--- config.mk ---
export PLATFORM = sky130hd
export DESIGN_NAME = inv_slot_ctrl
export DESIGN_NICKNAME = d
export VERILOG_FILES = /design/src/rtl/inv_pkg.sv /design/src/rtl/inv_req_decode.sv /design/src/rtl/inv_tag_state.sv /design/src/rtl/inv_slot_loop.sv /design/src/rtl/inv_reply_timer.sv /design/src/rtl/inv_slot_ctrl.sv
export SDC_FILE = /design/constraint.sdc
export NUM_CORES = 1
export LEC_CHECK = 0
export ABC_AREA = 1
export BUFFER_PORTS_ARGS = -buffer_cell sky130_fd_sc_hd__buf_2
export CAP_MARGIN = 20
export CORE_MARGIN = 2
export CORE_UTILIZATION = 40
export CTS_CLUSTER_DIAMETER = 60
export DETAILED_ROUTE_END_ITERATION = 12
export RECOVER_POWER = 50
export SETUP_SLACK_MARGIN = 0.5
export SLEW_MARGIN = 10
export SYNTH_ARGS = -nofsm -noshare
export SYNTH_HDL_FRONTEND = slang
export SYNTH_SLANG_ARGS = --single-unit
--- constraint.sdc ---
create_clock -name clk -period 3.8 [get_ports clk]
set_input_delay 0.76 -clock clk [delete_from_list [all_inputs] [get_ports clk]]
set_output_delay 0.76 -clock clk [all_outputs]
set_load 0.1 [all_outputs]
--- src/rtl/inv_pkg.sv ---
package inv_pkg;

    localparam int UID_W   = 64;
    localparam int MLEN_W  = 7;
    localparam int PAY_W   = UID_W + 8;

    typedef enum logic [1:0] {
        ST_OFF    = 2'd0,
        ST_READY  = 2'd1,
        ST_QUIET  = 2'd2,
        ST_QHOLD  = 2'd3
    } tag_st_e;

    typedef enum logic [1:0] {
        RK_NONE = 2'd0,
        RK_INV  = 2'd1,
        RK_ACK  = 2'd2
    } rsp_kind_e;

    localparam logic [7:0] CMD_INVENTORY = 8'h01;
    localparam logic [7:0] CMD_STAYQUIET = 8'h02;
    localparam logic [7:0] CMD_TOREADY   = 8'h26;
    localparam logic [7:0] CMD_QHOLD     = 8'hAA;
    localparam logic [7:0] MFG_OWN       = 8'h16;

    localparam int FB_INV    = 2;
    localparam int FB_EXT    = 3;
    localparam int FB_FILTER = 4;
    localparam int FB_ADDR   = 5;
    localparam int FB_RSVD   = 7;

    typedef struct packed {
        logic inv_start;
        logic one_slot;
        logic go_quiet;
        logic go_qhold;
        logic go_ready;
    } req_act_t;

    function automatic logic [UID_W-1:0] low_ones(input logic [7:0] n);
        logic [UID_W:0] t;
        t = ({{UID_W{1'b0}}, 1'b1} << n) - {{UID_W{1'b0}}, 1'b1};
        return t[UID_W-1:0];
    endfunction

    function automatic logic slot_hit(input logic [UID_W-1:0] uid,
                                      input logic [UID_W-1:0] slot_ext,
                                      input logic [7:0]       sbits,
                                      input logic [MLEN_W-1:0] mlen,
                                      input logic [UID_W-1:0] mask);
        logic [UID_W-1:0] ref_v;
        logic [UID_W-1:0] keep;
        ref_v = (mask & low_ones({1'b0, mlen})) | (slot_ext << mlen);
        keep  = low_ones({1'b0, mlen} + sbits);
        return ((uid ^ ref_v) & keep) == '0;
    endfunction

endpackage

--- src/rtl/inv_req_decode.sv ---
module inv_req_decode
    import inv_pkg::*;
#(
    parameter int SLOT_BITS = 4
) (
    input  tag_st_e            st,
    input  logic               req_valid,
    input  logic               crc_ok,
    input  logic [7:0]         flags,
    input  logic [7:0]         cmd,
    input  logic [7:0]         mfg,
    input  logic [MLEN_W-1:0]  mlen,
    input  logic               uid_match,
    output req_act_t           act
);
    localparam int MAX_LEN_ONE  = UID_W;
    localparam int MAX_LEN_MANY = UID_W - SLOT_BITS;

    logic base_ok, inv_f, addr_f, one_f, len_ok, addr_ok, powered;
    logic unused_flag_bits;

    assign unused_flag_bits = ^{flags[1:0], flags[6]};

    always_comb begin
        powered = (st != ST_OFF);
        base_ok = req_valid && crc_ok && powered &&
                  !flags[FB_EXT] && !flags[FB_RSVD] && !flags[FB_FILTER];
        inv_f   = flags[FB_INV];
        addr_f  = !inv_f && flags[FB_ADDR];
        one_f   = inv_f && flags[FB_ADDR];
        len_ok  = one_f ? (int'(mlen) <= MAX_LEN_ONE) : (int'(mlen) <= MAX_LEN_MANY);
        addr_ok = !addr_f || uid_match;

        act           = '0;
        act.one_slot  = one_f;
        act.inv_start = base_ok && inv_f && (cmd == CMD_INVENTORY) &&
                        (st == ST_READY) && len_ok;
        act.go_quiet  = base_ok && !inv_f && (cmd == CMD_STAYQUIET) &&
                        addr_f && uid_match;
        act.go_qhold  = base_ok && !inv_f && (cmd == CMD_QHOLD) &&
                        addr_f && uid_match && (mfg == MFG_OWN);
        act.go_ready  = base_ok && !inv_f && (cmd == CMD_TOREADY) && addr_ok;
    end
endmodule

--- src/rtl/inv_tag_state.sv ---
module inv_tag_state
    import inv_pkg::*;
(
    input  logic     clk,
    input  logic     rst,
    input  logic     field_on,
    input  logic     retain_expired,
    input  req_act_t act,
    output tag_st_e  st
);
    logic keep_q;

    always_ff @(posedge clk) begin
        if (rst) begin
            st     <= ST_OFF;
            keep_q <= 1'b0;
        end else if (!field_on) begin
            st <= ST_OFF;
            if (st == ST_QHOLD)
                keep_q <= 1'b1;
            else if (st != ST_OFF || retain_expired)
                keep_q <= 1'b0;
        end else if (st == ST_OFF) begin
            st     <= (keep_q && !retain_expired) ? ST_QHOLD : ST_READY;
            keep_q <= 1'b0;
        end else if (act.go_ready) begin
            st <= ST_READY;
        end else if (act.go_qhold) begin
            st <= ST_QHOLD;
        end else if (act.go_quiet) begin
            st <= ST_QUIET;
        end
    end
endmodule

--- src/rtl/inv_slot_loop.sv ---
module inv_slot_loop
    import inv_pkg::*;
#(
    parameter int SLOT_BITS = 4
) (
    input  logic                 clk,
    input  logic                 rst,
    input  logic                 start,
    input  logic                 one_slot,
    input  logic [MLEN_W-1:0]    mlen,
    input  logic [UID_W-1:0]     mask,
    input  logic [UID_W-1:0]     uid,
    input  logic                 eof_seen,
    input  logic                 abort,
    output logic                 active,
    output logic                 single,
    output logic [SLOT_BITS-1:0] slot,
    output logic                 advance,
    output logic                 hit
);
    localparam logic [SLOT_BITS-1:0] LAST_SLOT = {SLOT_BITS{1'b1}};

    logic [MLEN_W-1:0] mlen_q;
    logic [UID_W-1:0]  mask_q;
    logic [7:0]        sbits;

    always_ff @(posedge clk) begin
        if (rst) begin
            active <= 1'b0;
            single <= 1'b0;
            slot   <= '0;
            mlen_q <= '0;
            mask_q <= '0;
        end else if (start) begin
            active <= 1'b1;
            single <= one_slot;
            slot   <= '0;
            mlen_q <= mlen;
            mask_q <= mask;
        end else if (abort) begin
            active <= 1'b0;
        end else if (eof_seen && active) begin
            if (advance)
                slot <= slot + 1'b1;
            else
                active <= 1'b0;
        end
    end

    always_comb begin
        advance = eof_seen && active && !abort && !start && !single && (slot != LAST_SLOT);
        sbits   = single ? 8'd0 : 8'(SLOT_BITS);
        hit     = active && slot_hit(uid, {{(UID_W-SLOT_BITS){1'b0}}, slot}, sbits, mlen_q, mask_q);
    end
endmodule

--- src/rtl/inv_reply_timer.sv ---
module inv_reply_timer
    import inv_pkg::*;
#(
    parameter int T1_CYC = 4352
) (
    input  logic      clk,
    input  logic      rst,
    input  logic      load,
    input  rsp_kind_e load_kind,
    input  logic      restart,
    input  logic      cancel,
    output logic      expire,
    output rsp_kind_e kind
);
    localparam int CNT_W = $clog2(T1_CYC + 1);
    localparam logic [CNT_W-1:0] CNT_FULL = CNT_W'(T1_CYC);
    localparam logic [CNT_W-1:0] CNT_ONE  = CNT_W'(1);

    logic [CNT_W-1:0] cnt;

    always_ff @(posedge clk) begin
        if (rst) begin
            cnt  <= '0;
            kind <= RK_NONE;
        end else if (load) begin
            cnt  <= CNT_FULL;
            kind <= load_kind;
        end else if (cancel) begin
            cnt  <= '0;
        end else if (cnt != '0 && restart) begin
            cnt  <= CNT_FULL;
        end else if (cnt != '0) begin
            cnt  <= cnt - CNT_ONE;
        end
    end

    assign expire = (cnt == CNT_ONE) && !load && !cancel && !restart;
endmodule

--- src/rtl/inv_slot_ctrl.sv ---
module inv_slot_ctrl
    import inv_pkg::*;
#(
    parameter int T1_CYC    = 4352,
    parameter int SLOT_BITS = 4
) (
    input  logic                clk,
    input  logic                rst,
    input  logic                field_on,
    input  logic                retain_expired,
    input  logic [UID_W-1:0]    tag_uid,
    input  logic                req_valid,
    input  logic                req_crc_ok,
    input  logic [7:0]          req_flags,
    input  logic [7:0]          req_cmd,
    input  logic [7:0]          req_mfg,
    input  logic [MLEN_W-1:0]   req_mask_len,
    input  logic [UID_W-1:0]    req_mask,
    input  logic                req_uid_match,
    input  logic                sof_seen,
    input  logic                eof_seen,
    input  logic                full_mod,
    output logic                resp_fire,
    output logic [1:0]          resp_kind,
    output logic [PAY_W-1:0]    resp_payload
);
    tag_st_e                tag_st;
    req_act_t               act;
    logic                   loop_active, loop_single, loop_adv, loop_hit;
    logic [SLOT_BITS-1:0]   loop_slot;
    logic                   abort, t_load, t_expire, fire_d;
    rsp_kind_e              t_kind, t_load_kind;

    inv_req_decode #(.SLOT_BITS(SLOT_BITS)) dec_i (
        .st(tag_st), .req_valid(req_valid), .crc_ok(req_crc_ok),
        .flags(req_flags), .cmd(req_cmd), .mfg(req_mfg),
        .mlen(req_mask_len), .uid_match(req_uid_match), .act(act)
    );

    inv_tag_state st_i (
        .clk(clk), .rst(rst), .field_on(field_on),
        .retain_expired(retain_expired), .act(act), .st(tag_st)
    );

    assign abort = sof_seen || req_valid || !field_on;

    inv_slot_loop #(.SLOT_BITS(SLOT_BITS)) loop_i (
        .clk(clk), .rst(rst), .start(act.inv_start), .one_slot(act.one_slot),
        .mlen(req_mask_len), .mask(req_mask), .uid(tag_uid),
        .eof_seen(eof_seen), .abort(abort), .active(loop_active),
        .single(loop_single), .slot(loop_slot), .advance(loop_adv), .hit(loop_hit)
    );

    assign t_load      = act.inv_start || loop_adv || act.go_ready;
    assign t_load_kind = act.go_ready ? RK_ACK : RK_INV;

    inv_reply_timer #(.T1_CYC(T1_CYC)) tmr_i (
        .clk(clk), .rst(rst), .load(t_load), .load_kind(t_load_kind),
        .restart(full_mod), .cancel(abort), .expire(t_expire), .kind(t_kind)
    );

    assign fire_d = t_expire && ((t_kind == RK_ACK) || (t_kind == RK_INV && loop_hit));

    always_ff @(posedge clk) begin
        if (rst) begin
            resp_fire    <= 1'b0;
            resp_kind    <= RK_NONE;
            resp_payload <= '0;
        end else begin
            resp_fire    <= fire_d;
            resp_kind    <= fire_d ? t_kind : RK_NONE;
            resp_payload <= (fire_d && t_kind == RK_INV) ? {tag_uid, 8'h00} : '0;
        end
    end
endmodule

# Word-level counts from Yosys, hierarchy flattened
# Cells that the tools add are included.
# totals
input_bits	169
elab_cells	135
reg_bits	170
# classes
magnitude_cmp	2
n_mux	20
shift	3
add_sub_neg	5
bitwise	8
reduce_logical	70
n_eq_ne	13
# ops
op	n
$and A64 B64 Y64	2
$sub A64 B1 Y64 const B	2
$logic_not A64 Y1	1
$or A64 B64 Y64	1
$shl A1 B7 Y64 const A	1
$shl A1 B8 Y64 const A	1
$shl A4 B7 Y64	1
$xor A64 B64 Y64	1
$mux W13	4
$logic_and A1 B1 Y1	35
$eq A13 B1 Y1 const B	1
$reduce_bool A13 Y1	1
$sub A13 B1 Y13 const B	1
$logic_not A1 Y1	12
$mux W2	6
$mux W1	9
$add A7 B8 Y8	1
$eq A8 B1 Y1 const B	1
$eq A8 B2 Y1 const B	1
$eq A8 B5 Y1 const B	1
$eq A8 B6 Y1 const B	1
$eq A8 B8 Y1 const B	1
$reduce_bool A4 Y1	2
$reduce_or A2 Y1	4
other kinds (17)	30

# Logic depth before layout (Yosys ltp)
# Gate-level depths: netlist (run 1).
# logic_depth
word_depth	23
mapped_depth	30
mapped_depth_nobuf	27

# Modules after synthesis
# A second synthesis (run 1) with hierarchy kept.
# unflattened
hier_cells	2567
hier_area_um2	14142.3
# by_module_without_submodules
mod	cells_each	n_inst	area_each_um2	seq_area_each_um2
inv_slot_loop	2121	1	10460.0	1541.5
inv_slot_ctrl	232	1	2389.8	1341.3
inv_reply_timer	123	1	862.1	300.3
inv_req_decode	61	1	260.2	0.0
inv_tag_state	30	1	170.2	60.1

# Least setup slack after synthesis (run 1)
# No wires, ideal clock.
# synth_timing
path_type	reg-to-reg
from	register loop_i.mlen_q[2]
to	register resp_payload[69]
path_stages_with_launch	25
setup_slack_ns	0.273
period_less_slack_ns	3.527
setup_time_ns	0.062
required_ns	3.738
arrival_ns	3.465
path_cell_list	dfxtp_1 ha_1 ha_1 xor2_4 inv_2 buf_6 buf_6 nand3_1 ha_1 inv_1 nor2_2 nand2_2 nor2_8 nand2_1 nor3_1 nor2_1 a21oi_1 nand2_1 nor2_1 nand3_1 nand2_1 nand3_2 buf_6 buf_6 nor2_2
# synth_via
elab_chain_len	14
# synth_rtl
element	line	text
start, declared	inv_slot_loop.sv:23	logic [MLEN_W-1:0] mlen_q;
start signal, assigned	inv_slot_loop.sv:38	mlen_q <= mlen;
branches (longest 5 deep; another with $sub A64 B1 Y64)	--	
$and A64 B64 Y64 *	inv_pkg.sv:55	return ((uid ^ ref_v) & keep) == '0;
$logic_not A64 Y1 *	inv_pkg.sv:55	
$logic_and A1 B1 Y1 *	inv_slot_loop.sv:53	hit = active && slot_hit(uid, {{(UID_W-SLOT_BITS){1'b0}}, slot}, sbits, mlen_q, mask_q);
$logic_and A1 B1 Y1 *	inv_slot_ctrl.sv:62	assign fire_d = t_expire && ((t_kind == RK_ACK) || (t_kind == RK_INV && loop_hit));
$logic_or A1 B1 Y1 *	inv_slot_ctrl.sv:62	
$logic_and A1 B1 Y1 *	inv_slot_ctrl.sv:62	
$logic_and A1 B1 Y1 *	inv_slot_ctrl.sv:72	resp_payload <= (fire_d && t_kind == RK_INV) ? {tag_uid, 8'h00} : '0;
$not A1 Y1 (no line) *	--	
$reduce_or A2 Y1 (no line) *	--	
end signal, assigned	inv_slot_ctrl.sv:72	
end, declared	inv_slot_ctrl.sv:25	output logic [PAY_W-1:0] resp_payload
# Mark *: on every way between the ends.
# A chain may end at the register's enable or synchronous reset.

# Worst setup path in the final report (run 1)
# layout_timing
from	register loop_i.single
to	register resp_payload[37]
# layout_via
elab_chain_len	13
# layout_rtl
element	line	text
start, declared	inv_slot_loop.sv:16	output logic single,
start signal, assigned	inv_slot_loop.sv:36	single <= one_slot;
$mux W3 or $logic_not A1 Y1 (tied branches)	inv_slot_loop.sv:52, inv_slot_loop.sv:51	
$add A7 B8 Y8 or $logic_and A1 B1 Y1 (tied branches)	inv_pkg.sv:54, inv_slot_loop.sv:51	
$shl A1 B8 Y64 or $logic_and A1 B1 Y1 (tied branches)	inv_pkg.sv:42, inv_slot_loop.sv:51	
$sub A64 B1 Y64 or $logic_or A1 B1 Y1 (tied branches)	inv_pkg.sv:42, inv_slot_ctrl.sv:54	
$and A64 B64 Y64 or $logic_or A1 B1 Y1 (tied branches)	inv_pkg.sv:55, inv_slot_ctrl.sv:54	
$logic_not A64 Y1 or $logic_not A1 Y1 (tied branches)	inv_pkg.sv:55, inv_reply_timer.sv:37	
$logic_and A1 B1 Y1, on equally long branches	inv_slot_loop.sv:53, inv_reply_timer.sv:37	
$logic_and A1 B1 Y1, on equally long branches	inv_slot_ctrl.sv:62, inv_reply_timer.sv:37	
$logic_or A1 B1 Y1 or $logic_and A1 B1 Y1 (tied branches)	inv_slot_ctrl.sv:62, inv_reply_timer.sv:37	
$logic_and A1 B1 Y1 *	inv_slot_ctrl.sv:62	
$logic_and A1 B1 Y1 *	inv_slot_ctrl.sv:72	
$not A1 Y1 (no line) *	--	
$reduce_or A2 Y1 (no line) *	--	
# Every way passes the cells marked *; elsewhere a longest branch is shown, timed or not.

==> key figures, run 1 <==
Outcome
  – Status: finished with violations
  – Failing checks: setup timing

Layout
  – Layout Cells excl Fill: 3,545
  – ANT cells: 0
  – Fillers: 3,133
  – Area of the multi-input gates: 9700 um^2
  – Layout Nets: 3,266
  – Area delta synth->final: 53.9%
  – Cell area after layout: 20,500 um^2
  – Register area: 3260 um^2
  – Layout cells sized above 1: 0.337

Global routing
  – Initial antenna violation count: 0
  – First-pass GRT wire length: 104 mm
  – Number of global-route vias before repair: 17,484
  – Largest net degree at the start of global routing: 145
  – GRT Total Usage: 0.394
  – Total congestion overflow: 0

Yosys
  – Complex-gate fraction of the synthesized area: 0.0912
  – Predominant post-synthesis flop cell: dfxtp_1
  – Xor/xnor share of the synthesized area: 0.0125
  – Cell accounting for the most synthesized area: dfxtp_1
  – Async set or reset register ratio after synthesis: 0
  – Largest family of logic cells by synthesized area: simple AND/OR/NAND/NOR gates
  – Top cells by count, synth: nand2_1 (700), nor2_1 (404), inv_1 (298)
  – Yosys warning count: 0
  – Mapped Cells: 2,418
  – Post-synthesis cell type count: 46
  – Adder-cell share of the synthesized area: 0.00657
  – Sequential cell area fraction in the yosys report: 0.243
  – Mapped cell area: 13,300 um^2
  – Top post-synthesis cells by area: dfxtp_1 (24%), nand2_1 (20%), nor2_1 (11%)
  – Simple-gate area share of the yosys netlist: 0.521
  – Post-Syn Area per Cell: 5.51 um^2
  – Synth top area share: 0.243
  – Number of synthesized flops with an enable pin: 0
  – Most common cell in the synthesized netlist: nand2_1
  – FF+latch count, synth: 162
  – Post-synthesis mux area share: 0.000751

Route
  – Routed Antenna Nets: 0
  – Drt wl/cell: 20.5 um
  – Vias: 19,330
  – 1st-pass router iterations: 9
  – Final routed DRC violation total: 0
  – 1st-iter DRT viols: 2,389
  – Total Wirelength: 72.8 mm
  – Vias per cell: 5.45

Timing
  – Slew of the pin with the lowest slew margin: 1.27 ns
  – Setup violators final: 66
  – Fin crit share: 1.06
  – Slew headroom: 0.150
  – Final hold vios: 0
  – RSZ-0062 raised after global routing: yes
  – Final Slew Violations: 0
  – Setup Skew: 0.0178 ns
  – Total negative slack: -10.89 ns
  – Maximum clock frequency: 249 MHz
  – Final setup margin: -0.219 ns
  – Post-layout min period: 4.02 ns

Power
  – PwrDens: 182 nW/um^2
  – Sw Ratio: 0.276
  – Lkg Pwr: 11.1 nW
  – VDD IR max: 0.425 mV
  – Sw power: 0.00103 W
  – Internal: 0.00271 W
  – Register share of total power: 0.454
  – Clock power frac: 0.469
  – Combinational share of power: 0.077

Worst hold path
  – Hold endpoint: loop_i.mask_q[16]$_SDFFE_PP0P_
  – Hold Crit Start: loop_i.mask_q[16]$_SDFFE_PP0P_
  – Hold WC Path Type: reg2reg
  – Hold path cells: 2

Clocking
  – Worst-Skew Late Latency: 0.47 ns
  – Clock Tree Buf Depth: 2
  – H-tree level count: 4
  – CTS sink count: 162
  – CTS tree: done
  – Num CTS Buffers: 17
  – Root Buffer: clkbuf_16
  – Clk pin slew, worst setup/hold paths: 0.07 ns

Setup path
  – Max stage delay on crit path: 0.34 ns
  – R2R setup slack: -0.22 ns
  – Most used cell, CP: nand2_1
  – FF-to-FF End: resp_payload[37]$_SDFF_PP0_
  – Crit path kind: reg2reg
  – Critical Path RT: 4.20 ns
  – Critical path arrival: 4.42 ns
  – Reg2Reg Depth: 32
  – Reg-to-Reg Start: loop_i.single$_SDFFE_PP0P_
  – Worst Setup Start Kind: flip-flop
  – Worst setup EP type: flip-flop
  – Slowest-stage cell, CP: dfxtp_2
  – Crit Path Max Fanout: 13

Placed design
  – HPWL Detailed: 57.9 mm
  – Routability congestion estimate: 1.04
  – Placement Cell Area: 18,200 um^2
  – Number of port buffers: 232
  – Dpl cells: 3,460

Floorplanning
  – Chip Width: 187 um
  – Ports: 244
  – Die area: 34,800 um^2
  – Core area: 32,700 um^2
  – FP Rows: 66
  – Die H: 187 um
  – Initial core utilization: 0.408

Flow run
  – Max cap viols: 0
[sequential cells by signal, indices dropped and copies added (netlist names)]
name,cells
resp_kind,2
loop_i.single,1
loop_i.slot,4
loop_i.active,1
st_i.keep_q,1
st_i.st,2
resp_payload,64
resp_fire,1
tmr_i.cnt,13
loop_i.mask_q,64
loop_i.mlen_q,7
tmr_i.kind,2
[per-stage QoR]
stage | hold slack, ns | setup WS, ns | total power [W] | utilization
3_3_place_gp | 0.431 | -0.522 | 0.00201 | 0.556
6_report | 0.451 | -0.219 | 0.00374 | 0.628
2_1_floorplan | 0.420 | 0.509 | 0.00187 | -
4_1_cts | 0.450 | -0.0228 | 0.00373 | 0.607
3_5_place_dp | 0.439 | -0.599 | 0.00201 | 0.556
5_1_grt | 0.469 | -0.317 | 0.00383 | 0.628
[power by group through the flow]
stage / Sequential, W / Clock [W] / Combinational [W]
3_5_place_dp: 0.00174 / 0 / 0.000272
3_3_place_gp: 0.00174 / 0 / 0.000270
5_1_grt: 0.00170 / 0.00183 / 0.000310
4_1_cts: 0.00170 / 0.00175 / 0.000275
6_report: 0.00170 / 0.00175 / 0.000289
2_1_floorplan: 0.00174 / 0 / 0.000133
[critical path: cells and delay by family, from the launching register on]
family | cells | cell delay, ns
AO/OA/AOI/OAI | 1 | 0.07
adder cells (fa/ha/maj) | 3 | 0.50
buffers and inverters | 9 | 1.01
AND/OR/NAND/NOR | 19 | 1.98
flip-flops | 1 | 0.34
[routing by layer]
layer / vias to the layer above / track usage / wire [um]
met5: - / 0 / 0
met4: 0 / 0.143 / 3200
met3: 195 / 0.0848 / 8020
met2: 1281 / 0.607 / 30500
met1: 8812 / 0.542 / 31100
li1: 9042 / - / -
[worst max-delay path by stage]
stage | from | endpoint | slack, ns | cells after the start
finish | loop_i.single$_SDFFE_PP0P_ | resp_payload[37]$_SDFF_PP0_ | -0.22 | 32
global route | loop_i.mlen_q[1]$_SDFFE_PP0P_ | resp_payload[38]$_SDFF_PP0_ | -0.32 | 25
CTS | loop_i.single$_SDFFE_PP0P_ | resp_payload[19]$_SDFF_PP0_ | -0.02 | 29
detailed placement | loop_i.mlen_q[3]$_SDFFE_PP0P_ | resp_payload[68]$_SDFF_PP0_ | -0.60 | 22
global placement | loop_i.mlen_q[3]$_SDFFE_PP0P_ | resp_payload[36]$_SDFF_PP0_ | -0.52 | 23
floorplan | loop_i.single$_SDFFE_PP0P_ | resp_payload[62]$_SDFF_PP0_ | 0.51 | 25
[cell type report]
cell class | count | area share
clock buffer | 20 | 0.0227
clock inverter | 12 | 0.00591
inverter | 314 | 0.0584
multi-input combinational | 1862 | 0.473
sequential | 162 | 0.159
tap | 442 | 0.0269
timing repair buffer | 732 | 0.254
timing repair inverter | 1 | 0.000305
[kinds of logic after synthesis]
family,after synthesis
buffers and inverters,403
adder cells (fa/ha/maj),7
other,1
XOR/XNOR,16
AND/OR/NAND/NOR,1598
flip-flops,162
AO/OA/AOI/OAI,230
multiplexers,1
[what timing repair did]
item                                    CTS  global route
gates resized for setup                 174           167
gates cloned                              6             3
endpoints found under the setup margin   67            67
pin swaps                                23            27
buffers inserted                         35             9
hold buffers                              0             0
[cells in the final DEF (no fill, tap or decap), types with 19 or more instances in the layout]
cell type / synthesis / routed
o21ai_0: 105 / 103
dfxtp_1: 162 / 154
buf_4: 9 / 461
nor2_4: 4 / 67
buf_2: 20 / 165
nor2_2: 60 / 106
clkbuf_1: 39 / 67
a21oi_1: 96 / 95
nand3_2: 11 / 58
nand3_1: 287 / 229
nand4_1: 75 / 75
nand2_1: 700 / 654
nor3_1: 23 / 19
inv_2: 14 / 20
inv_1: 298 / 288
nand2_2: 6 / 40
clkbuf_16: 0 / 20
nor2_1: 404 / 297
(Power assumes the default switching activity.)
==> inputs of run 2 (changes only) <==
Settings changed: PLACE_DENSITY set to 0.64.
==> run 2 against run 1 <==
The run still ends with setup timing left. Largest cell class unchanged. Worst setup slack gained 0.027 ns. Clock skew grew 0.0033 ns. Fmax grew 0.69%. Non-clock buffer count shrank 51. Combinational power shrank 3%. Sequential power is essentially flat. Final cell count shrank 1.5%. Count of clock-buffer cells in the layout shrank 2. Die area is the same.
==> key figures, run 2 (synthesized netlist as in run 1, its figures left out) <==
Route
  – Routed Antenna Nets: 0 (unchanged)
  – Final routed DRC violation total: 0 (unchanged)
  – Vias per cell: 5.30 (-2.9%)
  – Drt wl/cell: 19.7 um (-4.2%)
  – 1st-pass router iterations: 9 (unchanged)
  – Vias: 18,501 (-4.3%)
  – 1st-iter DRT viols: 2,246 (-6.0%)
  – Total Wirelength: 68.7 mm (-5.7%)

Setup path
  – Critical path arrival: 4.39 ns (-0.03 ns)
  – Most used cell, CP: nand2_1
  – Worst Setup Start Kind: flip-flop
  – Crit Path Max Fanout: 14 (+1)
  – Slowest-stage cell, CP: dfxtp_2
  – Max stage delay on crit path: 0.36 ns (+0.02 ns)
  – Critical Path RT: 4.20 ns (about the same)
  – Crit-path leading delay family: simple AND/OR/NAND/NOR gates
  – WP buf/inv: 7 (-2)
  – Worst setup EP type: flip-flop
  – Crit path kind: reg2reg

Timing
  – Post-layout min period: 3.99 ns (-0.0274 ns)
  – RSZ-0062 raised after global routing: yes
  – Slew headroom: 0.208 (+0.0572)
  – Worst hold slack: 0.446 ns (-0.00555 ns)
  – Final hold vios: 0 (unchanged)
  – Setup violators final: 65 (-1.5%)
  – Total negative slack: -9.11 ns (+1.78 ns)
  – Final setup margin: -0.191 ns (+0.0274 ns)
  – Setup Skew: 0.0211 ns (+0.00330 ns)
  – Slew of the pin with the lowest slew margin: 1.19 ns (-0.0807 ns)
  – Final Slew Violations: 0 (unchanged)
  – Maximum clock frequency: 251 MHz (+0.69%)
  – Fin crit share: 1.05 (-0.00722)

Power
  – Clock power frac: 0.481 (+0.012)
  – Sw Ratio: 0.269 (-0.00691)
  – Internal: 0.00279 W (+2.9%)
  – Lkg Pwr: 10.8 nW (-3.1%)
  – Combinational share of power: 0.074 (-0.003)
  – Sw power: 0.00103 W (-0.58%)
  – VDD IR max: 0.454 mV (+6.9%)
  – Register share of total power: 0.445 (-0.009)
  – PwrDens: 194 nW/um^2 (+6.3%)

Layout
  – Layout Cells excl Fill: 3,493 (-1.5%)
  – Core Util, Final: 0.602 (-0.0258)
  – Cell area after layout: 19,700 um^2 (-4.1%)
  – Largest regs: loop_i.mask_q: 64 flops, resp_payload: 64 flops, tmr_i.cnt: 13 flops
  – Layout Nets: 3,214 (-1.6%)
  – Most common cell after layout, fill and taps aside: nand2_1
  – Area delta synth->final: 47.6%
  – ANT cells: 0 (unchanged)
  – Layout cells sized above 1: 0.299 (-0.0382)
  – Fillers: 3,310 (+5.6%)
  – Commonest cells after routing, fill and taps aside: nand2_1 (663), buf_4 (416), nor2_1 (336)

Floorplanning
  – Initial core utilization: 0.408 (unchanged)
  – Core area: 32,700 um^2 (unchanged)
  – Die H: 187 um (unchanged)
  – Die area: 34,800 um^2 (unchanged)
  – Chip Width: 187 um (unchanged)
  – FP Rows: 66 (unchanged)
  – Ports: 244 (unchanged)

Clocking
  – H-tree level count: 4 (unchanged)
  – Worst-Skew Late Latency: 0.48 ns (about the same)
  – Root Buffer: clkbuf_16
  – Post-CTS Hold Fix Bufs: 0 (unchanged)
  – CTS tree: done
  – Num CTS Buffers: 17 (unchanged)
  – Clk pin slew, worst setup/hold paths: 0.07 ns (about the same)
  – CTS sink count: 162 (unchanged)
  – Clock Tree Buf Depth: 2 (unchanged)

Worst hold path
  – Hold WC Path Type: reg2reg

Outcome
  – Failing checks: setup timing
  – Status: finished with violations

Placed design
  – HPWL Detailed: 56.2 mm (-3.0%)
  – Placement Cell Area: 17,900 um^2 (-1.6%)
  – Routability congestion estimate: 1.05 (+1.0%)
  – Number of port buffers: 232 (unchanged)
  – Dpl cells: 3,424 (-1.0%)

Global routing
  – Total congestion overflow: 0 (unchanged)
  – GRT Total Usage: 0.383 (-0.0111)
  – Largest net degree at the start of global routing: 118 (-19%)
  – Number of global-route vias before repair: 17,096 (-2.2%)
  – First-pass GRT wire length: 101 mm (-2.8%)
  – Initial antenna violation count: 0 (unchanged)

Flow run
  – Max cap viols: 0 (unchanged)
==> run 2: cell count changes in the layout (fill, tap and decap cells not counted), sizes merged, moves of 2 or more <==
cell,before,now
buf,661,611
inv,314,321
clkinv,10,4
clkbuf,91,88
bufinv,0,2
==> run 2: area by class of cell <==
class                   instances  area, um^2  area share
inverters                     314        1190      0.0603
clock inverters                14         166     0.00846
repair buffers                681        4780       0.243
repair inverters                1        3.75    0.000191
clock buffers                  18         429      0.0218
flip-flops and latches        162        3260       0.166
multi-input cells            1861        9290       0.472
well taps                     442         553      0.0281
==> run 2: through the flow <==
step                worst slack [ns]  total power [W]
floorplan                      0.509          0.00187
global placement              -0.252          0.00201
detailed placement            -0.355          0.00201
CTS                          -0.0317          0.00381
global route                  -0.309          0.00392
finish                        -0.191          0.00381
==> run 2: final timing paths <==
path	from	to	slack, ns	depth (start not counted)
setup / recovery	loop_i.single$_SDFFE_PP0P_	resp_payload[68]$_SDFF_PP0_	-0.19	30
hold / removal	loop_i.mask_q[2]$_SDFFE_PP0P_	loop_i.mask_q[2]$_SDFFE_PP0P_	0.45	2
setup reg to reg	loop_i.single$_SDFFE_PP0P_	resp_payload[68]$_SDFF_PP0_	-0.19	30
hold reg to reg	loop_i.mask_q[2]$_SDFFE_PP0P_	loop_i.mask_q[2]$_SDFFE_PP0P_	0.45	2
==> run 2: what timing repair did <==
action,in CTS,in global routing
pin swaps,18,31
resized for setup,145,90
gates cloned,7,2
endpoints found under the setup margin,67,67
setup buffers,22,6
==> run 2: tightest hold or removal path, cell delays in order (launching register included) <==
cell	delay, ns
dfxtp_1	0.31
inv_1	0.04
a21oi_1	0.05
==> run 2: per-layer routing <==
layer / share of wire / vias up / GRT usage
met5: 0 / - / 0
met4: 0.043 / 0 / 0.147
met3: 0.096 / 153 / 0.0685
met2: 0.42 / 1015 / 0.586
met1: 0.44 / 8416 / 0.535
li1: - / 8917 / -
==> run 2: power by group through the flow <==
stage                     registers [W]  clock network [W]  logic [W]
after detailed placement        0.00174                  0   0.000271
after CTS                       0.00170            0.00184   0.000273
after global routing            0.00170            0.00192   0.000303
after floorplan                 0.00174                  0   0.000133
final                           0.00170            0.00183   0.000281
after global placement          0.00174                  0   0.000268
